<file path="src/rtl/tlw_pkg.sv">
// Shared types for the table walker: the walk state and the descriptor
// type code held in the two lowest bits of every descriptor.
package tlw_pkg;
    typedef enum logic [2:0] {
        ST_IDLE,
        ST_ROOT,
        ST_PTR,
        ST_PAGE,
        ST_INDIR,
        ST_WBACK,
        ST_DONE
    } walk_state_e;

    typedef enum logic [1:0] {
        DK_INVALID  = 2'b00,
        DK_VALID    = 2'b01,
        DK_INDIRECT = 2'b10,
        DK_RESERVED = 2'b11
    } desc_kind_e;

    // Descriptors are 32-bit words: table offsets skip two byte bits.
    localparam int unsigned WORD_LSB = 2;
endpackage

</file>
<file path="src/rtl/tlw_desc_decode.sv">
// Descriptor legality decode.
// Classifies the type bits of the word being read according to the level
// the walker is at. Assumes it is only consulted during a handshake cycle.
module tlw_desc_decode
    import tlw_pkg::*;
(
    input  logic [1:0]  type_bits,
    input  walk_state_e level,
    output logic        take_next,
    output logic        to_indir,
    output logic        bad
);
    desc_kind_e kind;

    assign kind = desc_kind_e'(type_bits);

    // Per-level acceptance: tables take only VALID, page level may go indirect.
    always_comb begin
        take_next = 1'b0;
        to_indir  = 1'b0;
        bad       = 1'b0;
        case (level)
            ST_ROOT, ST_PTR, ST_INDIR: begin
                take_next = (kind == DK_VALID);
                bad       = (kind != DK_VALID);
            end
            ST_PAGE: begin
                take_next = (kind == DK_VALID);
                to_indir  = (kind == DK_INDIRECT);
                bad       = (kind == DK_INVALID) || (kind == DK_RESERVED);
            end
            default: begin
                take_next = 1'b0;
                to_indir  = 1'b0;
                bad       = 1'b0;
            end
        endcase
    end
endmodule

</file>
<file path="src/rtl/tlw_addr_mux.sv">
// Descriptor address former.
// Places each level's index slice of the logical address into the fixed
// bit field of that level's base, or selects the indirect / write-back
// address. Assumes ROOT_IDX_W+PTR_IDX_W+PAGE_IDX_W+PAGE_OFS_W == AW.
module tlw_addr_mux
    import tlw_pkg::*;
#(
    parameter int unsigned AW         = 32,
    parameter int unsigned ROOT_IDX_W = 7,
    parameter int unsigned PTR_IDX_W  = 7,
    parameter int unsigned PAGE_IDX_W = 5,
    parameter int unsigned PAGE_OFS_W = 13
) (
    input  walk_state_e   state,
    input  logic [AW-1:0] root_ptr,
    input  logic [AW-1:0] base,
    input  logic [AW-1:0] laddr,
    input  logic [AW-1:0] fin_addr,
    output logic [AW-1:0] addr
);
    localparam int unsigned RT_LSB  = ROOT_IDX_W + WORD_LSB;
    localparam int unsigned PT_LSB  = PTR_IDX_W + WORD_LSB;
    localparam int unsigned PG_LSB  = PAGE_IDX_W + WORD_LSB;
    localparam int unsigned RI_LSB  = AW - ROOT_IDX_W;
    localparam int unsigned PI_LSB  = RI_LSB - PTR_IDX_W;
    localparam int unsigned PGI_LSB = PAGE_OFS_W;

    logic [AW-1:0] root_da, ptr_da, page_da, indir_da;
    logic          unused_bits;

    assign root_da  = {root_ptr[AW-1:RT_LSB], laddr[RI_LSB +: ROOT_IDX_W], {WORD_LSB{1'b0}}};
    assign ptr_da   = {base[AW-1:PT_LSB], laddr[PI_LSB +: PTR_IDX_W], {WORD_LSB{1'b0}}};
    assign page_da  = {base[AW-1:PG_LSB], laddr[PGI_LSB +: PAGE_IDX_W], {WORD_LSB{1'b0}}};
    assign indir_da = {base[AW-1:WORD_LSB], {WORD_LSB{1'b0}}};

    assign unused_bits = ^{root_ptr[RT_LSB-1:0], base[WORD_LSB-1:0], laddr[PGI_LSB-1:0]};

    // Select the address of the access belonging to the current state.
    always_comb begin
        case (state)
            ST_ROOT:  addr = root_da;
            ST_PTR:   addr = ptr_da;
            ST_PAGE:  addr = page_da;
            ST_INDIR: addr = indir_da;
            ST_WBACK: addr = fin_addr;
            default:  addr = '0;
        endcase
    end
endmodule

</file>
<file path="src/rtl/tlw_ctrl.sv">
// Walk sequencer.
// Holds the request, the last descriptor read and the final descriptor.
// It steps through root, pointer, page and optional indirect reads, adds
// a write-back when needed, and ends with a one-cycle DONE state.
// Assumes mem_rdata is valid in the cycle mem_valid && mem_ready.
module tlw_ctrl
    import tlw_pkg::*;
#(
    parameter int unsigned AW         = 32,
    parameter int unsigned PAGE_OFS_W = 13,
    parameter int unsigned M_BIT      = 4
) (
    input  logic          clk,
    input  logic          rst_n,
    input  logic          req_valid,
    input  logic [AW-1:0] req_laddr,
    input  logic          req_super,
    input  logic          req_write,
    input  logic [AW-1:0] sup_root,
    input  logic [AW-1:0] usr_root,
    input  logic          mem_ready,
    input  logic [AW-1:0] mem_rdata,
    input  logic [AW-1:0] mem_addr,
    input  logic          take_next,
    input  logic          to_indir,
    input  logic          bad,
    output walk_state_e   state,
    output logic [AW-1:0] root_q,
    output logic [AW-1:0] base_q,
    output logic [AW-1:0] la_q,
    output logic [AW-1:0] fin_addr_q,
    output logic          mem_valid,
    output logic          mem_we,
    output logic [AW-1:0] mem_wdata,
    output logic          done,
    output logic          fault,
    output logic [AW-1:0] paddr,
    output logic          walk_idle
);
    walk_state_e   state_q, state_d;
    logic [AW-1:0] la_d, root_d, base_d, fin_addr_d;
    logic [AW-1:0] fin_desc_q, fin_desc_d;
    logic [AW-1:0] paddr_q, paddr_d;
    logic          wr_q, wr_d, fault_q, fault_d;
    logic          xfer;

    assign xfer = mem_valid && mem_ready;

    // Next-state and datapath update for each step of the walk.
    always_comb begin
        state_d    = state_q;
        la_d       = la_q;
        root_d     = root_q;
        base_d     = base_q;
        fin_addr_d = fin_addr_q;
        fin_desc_d = fin_desc_q;
        paddr_d    = paddr_q;
        wr_d       = wr_q;
        fault_d    = fault_q;
        case (state_q)
            ST_IDLE: begin
                if (req_valid) begin
                    state_d = ST_ROOT;
                    la_d    = req_laddr;
                    root_d  = req_super ? sup_root : usr_root;
                    wr_d    = req_write;
                    fault_d = 1'b0;
                    paddr_d = '0;
                end
            end
            ST_ROOT, ST_PTR: begin
                if (xfer) begin
                    if (bad) begin
                        fault_d = 1'b1;
                        paddr_d = '0;
                        state_d = ST_DONE;
                    end else begin
                        base_d  = mem_rdata;
                        state_d = (state_q == ST_ROOT) ? ST_PTR : ST_PAGE;
                    end
                end
            end
            ST_PAGE, ST_INDIR: begin
                if (xfer) begin
                    if (bad) begin
                        fault_d = 1'b1;
                        paddr_d = '0;
                        state_d = ST_DONE;
                    end else if (to_indir) begin
                        base_d  = mem_rdata;
                        state_d = ST_INDIR;
                    end else if (take_next) begin
                        fin_desc_d = mem_rdata;
                        fin_addr_d = mem_addr;
                        paddr_d    = {mem_rdata[AW-1:PAGE_OFS_W], la_q[PAGE_OFS_W-1:0]};
                        state_d    = (wr_q && !mem_rdata[M_BIT]) ? ST_WBACK : ST_DONE;
                    end
                end
            end
            ST_WBACK: begin
                if (xfer) state_d = ST_DONE;
            end
            ST_DONE: state_d = ST_IDLE;
            default: state_d = ST_IDLE;
        endcase
    end

    // Walk registers with synchronous active-low reset.
    always_ff @(posedge clk) begin
        if (!rst_n) begin
            state_q    <= ST_IDLE;
            la_q       <= '0;
            root_q     <= '0;
            base_q     <= '0;
            fin_addr_q <= '0;
            fin_desc_q <= '0;
            paddr_q    <= '0;
            wr_q       <= 1'b0;
            fault_q    <= 1'b0;
        end else begin
            state_q    <= state_d;
            la_q       <= la_d;
            root_q     <= root_d;
            base_q     <= base_d;
            fin_addr_q <= fin_addr_d;
            fin_desc_q <= fin_desc_d;
            paddr_q    <= paddr_d;
            wr_q       <= wr_d;
            fault_q    <= fault_d;
        end
    end

    assign state     = state_q;
    assign mem_valid = (state_q == ST_ROOT) || (state_q == ST_PTR) || (state_q == ST_PAGE)
                    || (state_q == ST_INDIR) || (state_q == ST_WBACK);
    assign mem_we    = (state_q == ST_WBACK);
    assign mem_wdata = fin_desc_q | (AW'(1) << M_BIT);
    assign done      = (state_q == ST_DONE);
    assign fault     = fault_q;
    assign paddr     = paddr_q;
    assign walk_idle = (state_q == ST_IDLE);
endmodule

</file>
<file path="src/rtl/tlw_walker.sv">
// Three-level page table walker, top level.
// Connects the sequencer, the descriptor decode and the address former.
// Assumes one outstanding single-word memory access and 8 KB pages.
module tlw_walker
    import tlw_pkg::*;
#(
    parameter int unsigned AW         = 32,
    parameter int unsigned ROOT_IDX_W = 7,
    parameter int unsigned PTR_IDX_W  = 7,
    parameter int unsigned PAGE_IDX_W = 5,
    parameter int unsigned PAGE_OFS_W = 13,
    parameter int unsigned M_BIT      = 4
) (
    input  logic          clk,
    input  logic          rst_n,
    input  logic          req_valid,
    input  logic [AW-1:0] req_laddr,
    input  logic          req_super,
    input  logic          req_write,
    input  logic [AW-1:0] sup_root,
    input  logic [AW-1:0] usr_root,
    output logic          mem_valid,
    input  logic          mem_ready,
    output logic [AW-1:0] mem_addr,
    output logic          mem_we,
    output logic [AW-1:0] mem_wdata,
    input  logic [AW-1:0] mem_rdata,
    output logic          done,
    output logic          fault,
    output logic [AW-1:0] paddr
);
    walk_state_e   state;
    logic [AW-1:0] root_q, base_q, la_q, fin_addr_q;
    logic          take_next, to_indir, bad;
    logic          walk_idle;

    tlw_ctrl #(
        .AW(AW), .PAGE_OFS_W(PAGE_OFS_W), .M_BIT(M_BIT)
    ) u_ctrl (
        .clk(clk), .rst_n(rst_n),
        .req_valid(req_valid), .req_laddr(req_laddr),
        .req_super(req_super), .req_write(req_write),
        .sup_root(sup_root), .usr_root(usr_root),
        .mem_ready(mem_ready), .mem_rdata(mem_rdata), .mem_addr(mem_addr),
        .take_next(take_next), .to_indir(to_indir), .bad(bad),
        .state(state), .root_q(root_q), .base_q(base_q), .la_q(la_q),
        .fin_addr_q(fin_addr_q),
        .mem_valid(mem_valid), .mem_we(mem_we), .mem_wdata(mem_wdata),
        .done(done), .fault(fault), .paddr(paddr), .walk_idle(walk_idle)
    );

    tlw_desc_decode u_decode (
        .type_bits(mem_rdata[1:0]),
        .level(state),
        .take_next(take_next),
        .to_indir(to_indir),
        .bad(bad)
    );

    tlw_addr_mux #(
        .AW(AW), .ROOT_IDX_W(ROOT_IDX_W), .PTR_IDX_W(PTR_IDX_W),
        .PAGE_IDX_W(PAGE_IDX_W), .PAGE_OFS_W(PAGE_OFS_W)
    ) u_addr (
        .state(state), .root_ptr(root_q), .base(base_q), .laddr(la_q),
        .fin_addr(fin_addr_q), .addr(mem_addr)
    );
endmodule

</file>
<file path="config.mk">
export PLATFORM = sky130hd
export DESIGN_NAME = tlw_walker
export DESIGN_NICKNAME = d
export VERILOG_FILES = /design/src/rtl/tlw_pkg.sv /design/src/rtl/tlw_desc_decode.sv /design/src/rtl/tlw_addr_mux.sv /design/src/rtl/tlw_ctrl.sv /design/src/rtl/tlw_walker.sv
export SDC_FILE = /design/constraint.sdc
export NUM_CORES = 1
export LEC_CHECK = 0
export ABC_AREA = 1
export BUFFER_PORTS_ARGS = -buffer_cell sky130_fd_sc_hd__buf_2
export CAP_MARGIN = 20
export CORE_MARGIN = 3
export CORE_UTILIZATION = 57
export DETAILED_ROUTE_END_ITERATION = 8
export HOLD_SLACK_MARGIN = 0.02
export PLACE_DENSITY = 0.85
export SYNTH_ARGS = -nofsm -noshare
export SYNTH_HDL_FRONTEND = slang
export SYNTH_HIERARCHICAL = 1
export SYNTH_SLANG_ARGS = --single-unit
</file>
<file path="constraint.sdc">
create_clock -name clk -period 6.2 [get_ports clk]
set_clock_uncertainty 0.05 [all_clocks]
set_input_delay 0.31 -clock clk [delete_from_list [all_inputs] [get_ports clk]]
set_output_delay 0.31 -clock clk [all_outputs]
set_load 0.01 [all_outputs]
</file>
## Word level (Yosys, flattened, before mapping)

Index checks and enable logic that the tools add are counted.
Widths: inputs -> output; s select.

- Flip-flop bits (word level): 197
- Output and inout port bits: 100
- Logic and storage cells: 91

- Eq/ne operators: 23
- Mux-type cells: 34
- Bitwise gates (word level): 2
- Reductions and logical operators: 23

Operators by type and width:

| cell | number |
|---|---|
| $mux 32 | 13 |
| $pmux 32 s5 | 1 |
| $pmux 32 s3 | 1 |
| $pmux 32 s2 | 1 |
| $mux 3 | 8 |
| $ne 2x1->1 const B | 6 |
| $pmux 3 s4 | 1 |
| $ne 2x2->1 const B | 5 |
| $reduce_and 5->1 | 2 |
| $eq 3x3->1 const B | 3 |
| $reduce_and 7->1 | 1 |
| $eq 3x2->1 const B | 2 |
| $mux 1 | 6 |
| $ne 3x3->1 const B | 2 |
| $reduce_and 6->1 | 1 |
| $logic_or 1x1->1 | 5 |
| $eq 2x2->1 const B | 2 |
| $ne 4x4->1 const B | 1 |
| $pmux 1 s2 | 2 |
| $reduce_and 4->1 | 1 |
| $reduce_bool 2->1 | 2 |
| $reduce_or 2->1 | 2 |
| $reduce_or 4->1 | 1 |
| $eq 3x1->1 const B | 1 |
| other kinds (10) | 12 |

## Longest topological paths before layout

- Depth after elaboration: 8
- Mapped depth: 13

## By module

The synthesis kept the hierarchy.

Modules (own cells, without submodules):

| module | times used | cells each | area an instance (um^2) | sequential area each (um^2) |
|---|---|---|---|---|
| tlw_ctrl | 1 | 1075 | 7790.0 | 3923.8 |
| tlw_addr_mux | 1 | 196 | 1018.5 | 0.0 |
| tlw_desc_decode | 1 | 19 | 106.4 | 0.0 |

## Worst setup path after synthesis

No wires, ideal clock.

- Path kind: reg-to-reg
- Start: register u_ctrl.state_q[1], in the netlist u_ctrl/state[1]
- End: register u_ctrl.base_q[23]
- Arrival: 1.885 ns
- Required time: 6.037 ns
- Slack: 4.152 ns
- Stages on the path, launching flop included: 13
- Buffers on the path: 1
- Period minus slack after synthesis: 2.048 ns
- Cell sequence: dfxtp_1 > nand2_1 > nand3_2 > nand2_1 > nand2_1 > nand2_1 > inv_1 > nand2_2 > nor3_4 > buf_6 > nand2_1 > nand2_1 > nor2_1

- Elaborated cells on any way between the ends: 23

RTL lines:

| what | line | RTL |
|---|---|---|
| from (decl) | tlw_ctrl.sv:40 | `walk_state_e state_q, state_d;` |
| from (signal assigned) | tlw_ctrl.sv:121 | `state_q <= state_d;` |
| $eq 3x1->1 (tied with other cells) | tlw_desc_decode.sv:22 | `case (level)` |
| $reduce_or 3->1 | tlw_desc_decode.sv:22 |  |
| $pmux 1 s2 * | tlw_desc_decode.sv:22 |  |
| via bad | tlw_walker.sv:34 | `logic take_next, to_indir, bad;` |
| $ne 2x2->1 (no line) | - |  |
| $reduce_and 6->1 (no line) * | - |  |
| to (signal assigned) | tlw_ctrl.sv:124 | `base_q <= base_d;` |
| to (decl) | tlw_ctrl.sv:29 | `output logic [AW-1:0] base_q,` |

Mark *: on every way through the listed nets, which the timed path passes. The rest lies on a longest branch.
A chain may end at the register's enable or synchronous reset.

## Worst setup path in the final report

- Start: register u_ctrl.state_q[0], in the netlist u_ctrl/state[0]
- End: register u_ctrl.fin_desc_q[24]

- Word-level cells in the longest chain between the ends: 7
- Elaborated cells on any way between the ends: 19

Ends and longest elaborated chain:

| what | line | RTL |
|---|---|---|
| branches (longest 6 deep; another with $eq 3x1->1) | - |  |
| $reduce_and 5->1 (no line) * | - |  |
| to (signal assigned) | tlw_ctrl.sv:126 | `fin_desc_q <= fin_desc_d;` |
| to (decl) | tlw_ctrl.sv:42 | `logic [AW-1:0] fin_desc_q, fin_desc_d;` |

Every way passes the cells marked *.

==> flow_summary_export.csv <==
group,metric,value,unit
yosys,netlist_area,8477,um2
global_route,grt_use_met1,0.3553,
cts,cts_resized,0,
placed_design,numPortBuffers,214,
floorplanning,placement_rows,43,
drt,drtAntennaViolNets,0,
critical_path,required,6.50,ns
cts,clk_path_buf_depth,2,
power,power_frac_clock,0.271,
cts,cts_root_buf,"clkbuf_16",
power,pwr-share-seq,0.376,
yosys,yosysWarnings,6,
floorplanning,initial_core_util,0.5968,
global_route,grt_max_degree,114,
run,drv_cap,0,
power,powerDensity,420.2,nW/um2
hold_path,hold_depth,3,
drt,vias,8258,
placed_design,place_area,9410,um2
cts,cts_tree,"done",
sta,fmax,324.2,MHz
power,p_sw_frac,0.3862,
global_route,grt_pass1_wl,34840,um
yosys,synth_nets,1378,
critical_path,cp_slowest_cell,"dfxtp_2",
drt,wl_per_cell,13.90,um
sta,hold_viol,0,
critical_path,critPathBufInv,3,
critical_path,crit_family,"buffers and inverters",
critical_path,arrival,3.39,ns
global_route,grtUsageTotal,0.2613,
layout,insertedDiodeCount,0,
placed_design,dpl.hpwl,14560,um
cts,path_clk_slew,0.07,ns
sta,hold-worst-slack,0.05146,ns
global_route,grt_overflow,0,
cts,cts.sinks,185,
layout,layout-drive-gt1-share,0.2151,
drt,wl,22150,um
critical_path,cp_max_fo,52,
placed_design,gp_congestion,0.8557,
yosys,synthCells,1242,
layout,finish.net_count,1536,
critical_path,cp.depth,9,
power,leakagePower,4.992,nW
power,p_switching,1.635,mW
global_route,use_met3,0.07333,
layout,final_area,10070,um2
cts,htreeDepth,4,
sta,setup_tns,0,ns
hold_path,worstHoldPathType,"input pin to flip-flop",
global_route,grt_pass1_vias,7175,
layout,area_growth,18.85,%
critical_path,cp-end-kind,"flip-flop",
floorplanning,die-area,16370,um2
global_route,grt_antenna_before_repair,0,
floorplanning,die-height,128.0,um
drt,vias_per_cell,5.184,
sta,period_share,0.4975,
cts,postCtsHoldBufs,0,
sta,slew_headroom,0.2873,
global_route,met2_usage,0.4128,
critical_path,reg2reg_to,"u_ctrl/fin_desc_q[24]",
outcome,status,"finished clean",
floorplanning,core,14200,um2
sta,max_slew.worst_pin.slew,1.069,ns
sta,min_period,3.084,ns
drt,dr.first_iter.drc_count,818,
critical_path,cp_cell_sequence,"inv_1 -> nand2_2 -> nand2_2 -> o21ai_1 -> nand4_4 -> inv_2 -> buf_4 -> nor2_1 -> nor2_1",
cts,clock_latency,0.43,ns
power,p_int,2.598,mW
critical_path,path_class,"flip-flop to flip-flop",
cts,cts-buffers-inserted,17,
global_route,busiest_layer,"met2",
yosys,synth_area_per_cell,6.825,um2
hold_path,hold_path_end,"u_ctrl/la_q[17]",
hold_path,min_from,"req_laddr[17]",
drt,post-route-drc-count,0,
sta,setup_viol,0,
critical_path,worst_setup_path_start_kind,"flip-flop",
critical_path,cp_slowest_stage_delay,0.96,ns
layout,postLayoutCoreUtil,0.7093,
critical_path,timing.rr.start,"u_ctrl/state[0]",
floorplanning,num_io_pins,234,
sta,rsz0062_at_grt,"no",
floorplanning,die_w,128.0,um
critical_path,r2r_cells,9,
power,peakVddDrop,0.0005128,V
sta,slew_viol_final,0,
drt,first_pass_iters,6,
critical_path,regToRegSetupSlack,3.12,ns
power,combPwrFrac,0.354,
cts,postCtsSetupRepairBufs,0,
## sequential cells by signal, summed over array words and instances, names as in the netlist
signal / count
u_ctrl/base_q: 30
u_ctrl/fault: 1
u_ctrl/fin_addr_q: 32
u_ctrl/fin_desc_q: 31
u_ctrl/la_q: 32
u_ctrl/paddr: 32
u_ctrl/root_q: 23
u_ctrl/state: 3
u_ctrl/wr_q: 1
## through the flow
step	instances	total power, mW	setup slack [ns]
after floorplan	1242	2.724	4.189
after detailed placement	1559	3.079	2.352
after CTS	1591	4.228	2.294
after global routing	1593	4.526	2.949
final	1593	4.233	3.116
after global placement	1558	3.023	2.418
## area by class of cell
class / count / area [um2]
Timing Repair Buffer: 222 / 1179
Sequential cell: 185 / 3705
Tap cell: 180 / 225.2
Clock buffer: 23 / 488.0
Clock inverter: 9 / 136.4
Inverter: 120 / 452.9
Fill cell: 1214 / 4129
Multi-Input combinational cell: 854 / 3889
## worst max path at each step
stage / startpoint / endpoint / slack, ns
3_5_place_dp: u_ctrl/state[0] / u_ctrl/fin_desc_q[19] / 2.35
6_report: u_ctrl/state[0] / u_ctrl/fin_desc_q[24] / 3.12
4_1_cts: u_ctrl/state[0] / u_ctrl/fin_addr_q[19] / 2.29
5_1_grt: u_ctrl/state[0] / u_ctrl/fin_desc_q[24] / 2.95
2_1_floorplan: u_ctrl/state[1] / u_ctrl/base_q[10] / 4.19
3_3_place_gp: u_ctrl/state[0] / u_ctrl/fin_desc_q[13] / 2.42
## placed cells by master (no fill, tap or decap), types with 3 or more instances in the layout
master,n
nand4_1,32
clkbuf_16,17
clkinvlp_4,5
inv_1,109
nand2_1,204
inv_2,10
buf_4,6
a21oi_1,40
nand3_1,32
o21ai_0,73
o21ai_1,51
nand3_2,12
buf_2,213
nand2_2,20
nor2_2,3
nor2_1,354
dfxtp_1,184
clkbuf_8,4
mux2i_1,23
bufinv_16,3
## tightest hold or removal path: stages
cell	delay (ns)
buf_2	0.07
nor2_1	0.03
nor2_1	0.08
## routing by layer
metal	share of wire	vias up	wire length [um]
met5	0	-	0
met4	0.0084	0	187
met3	0.095	15	2111
met2	0.45	354	9962
met1	0.45	3709	9885
li1	-	4180	-
## power by group through the flow
stage	Combinational, mW	Sequential [mW]	Clock [mW]
after floorplan	1.14	1.58	0
after global placement	1.42	1.60	0
after detailed placement	1.47	1.61	0
after CTS	1.49	1.59	1.16
after global routing	1.70	1.62	1.21
final	1.50	1.59	1.15
(Power assumes the default switching activity.)
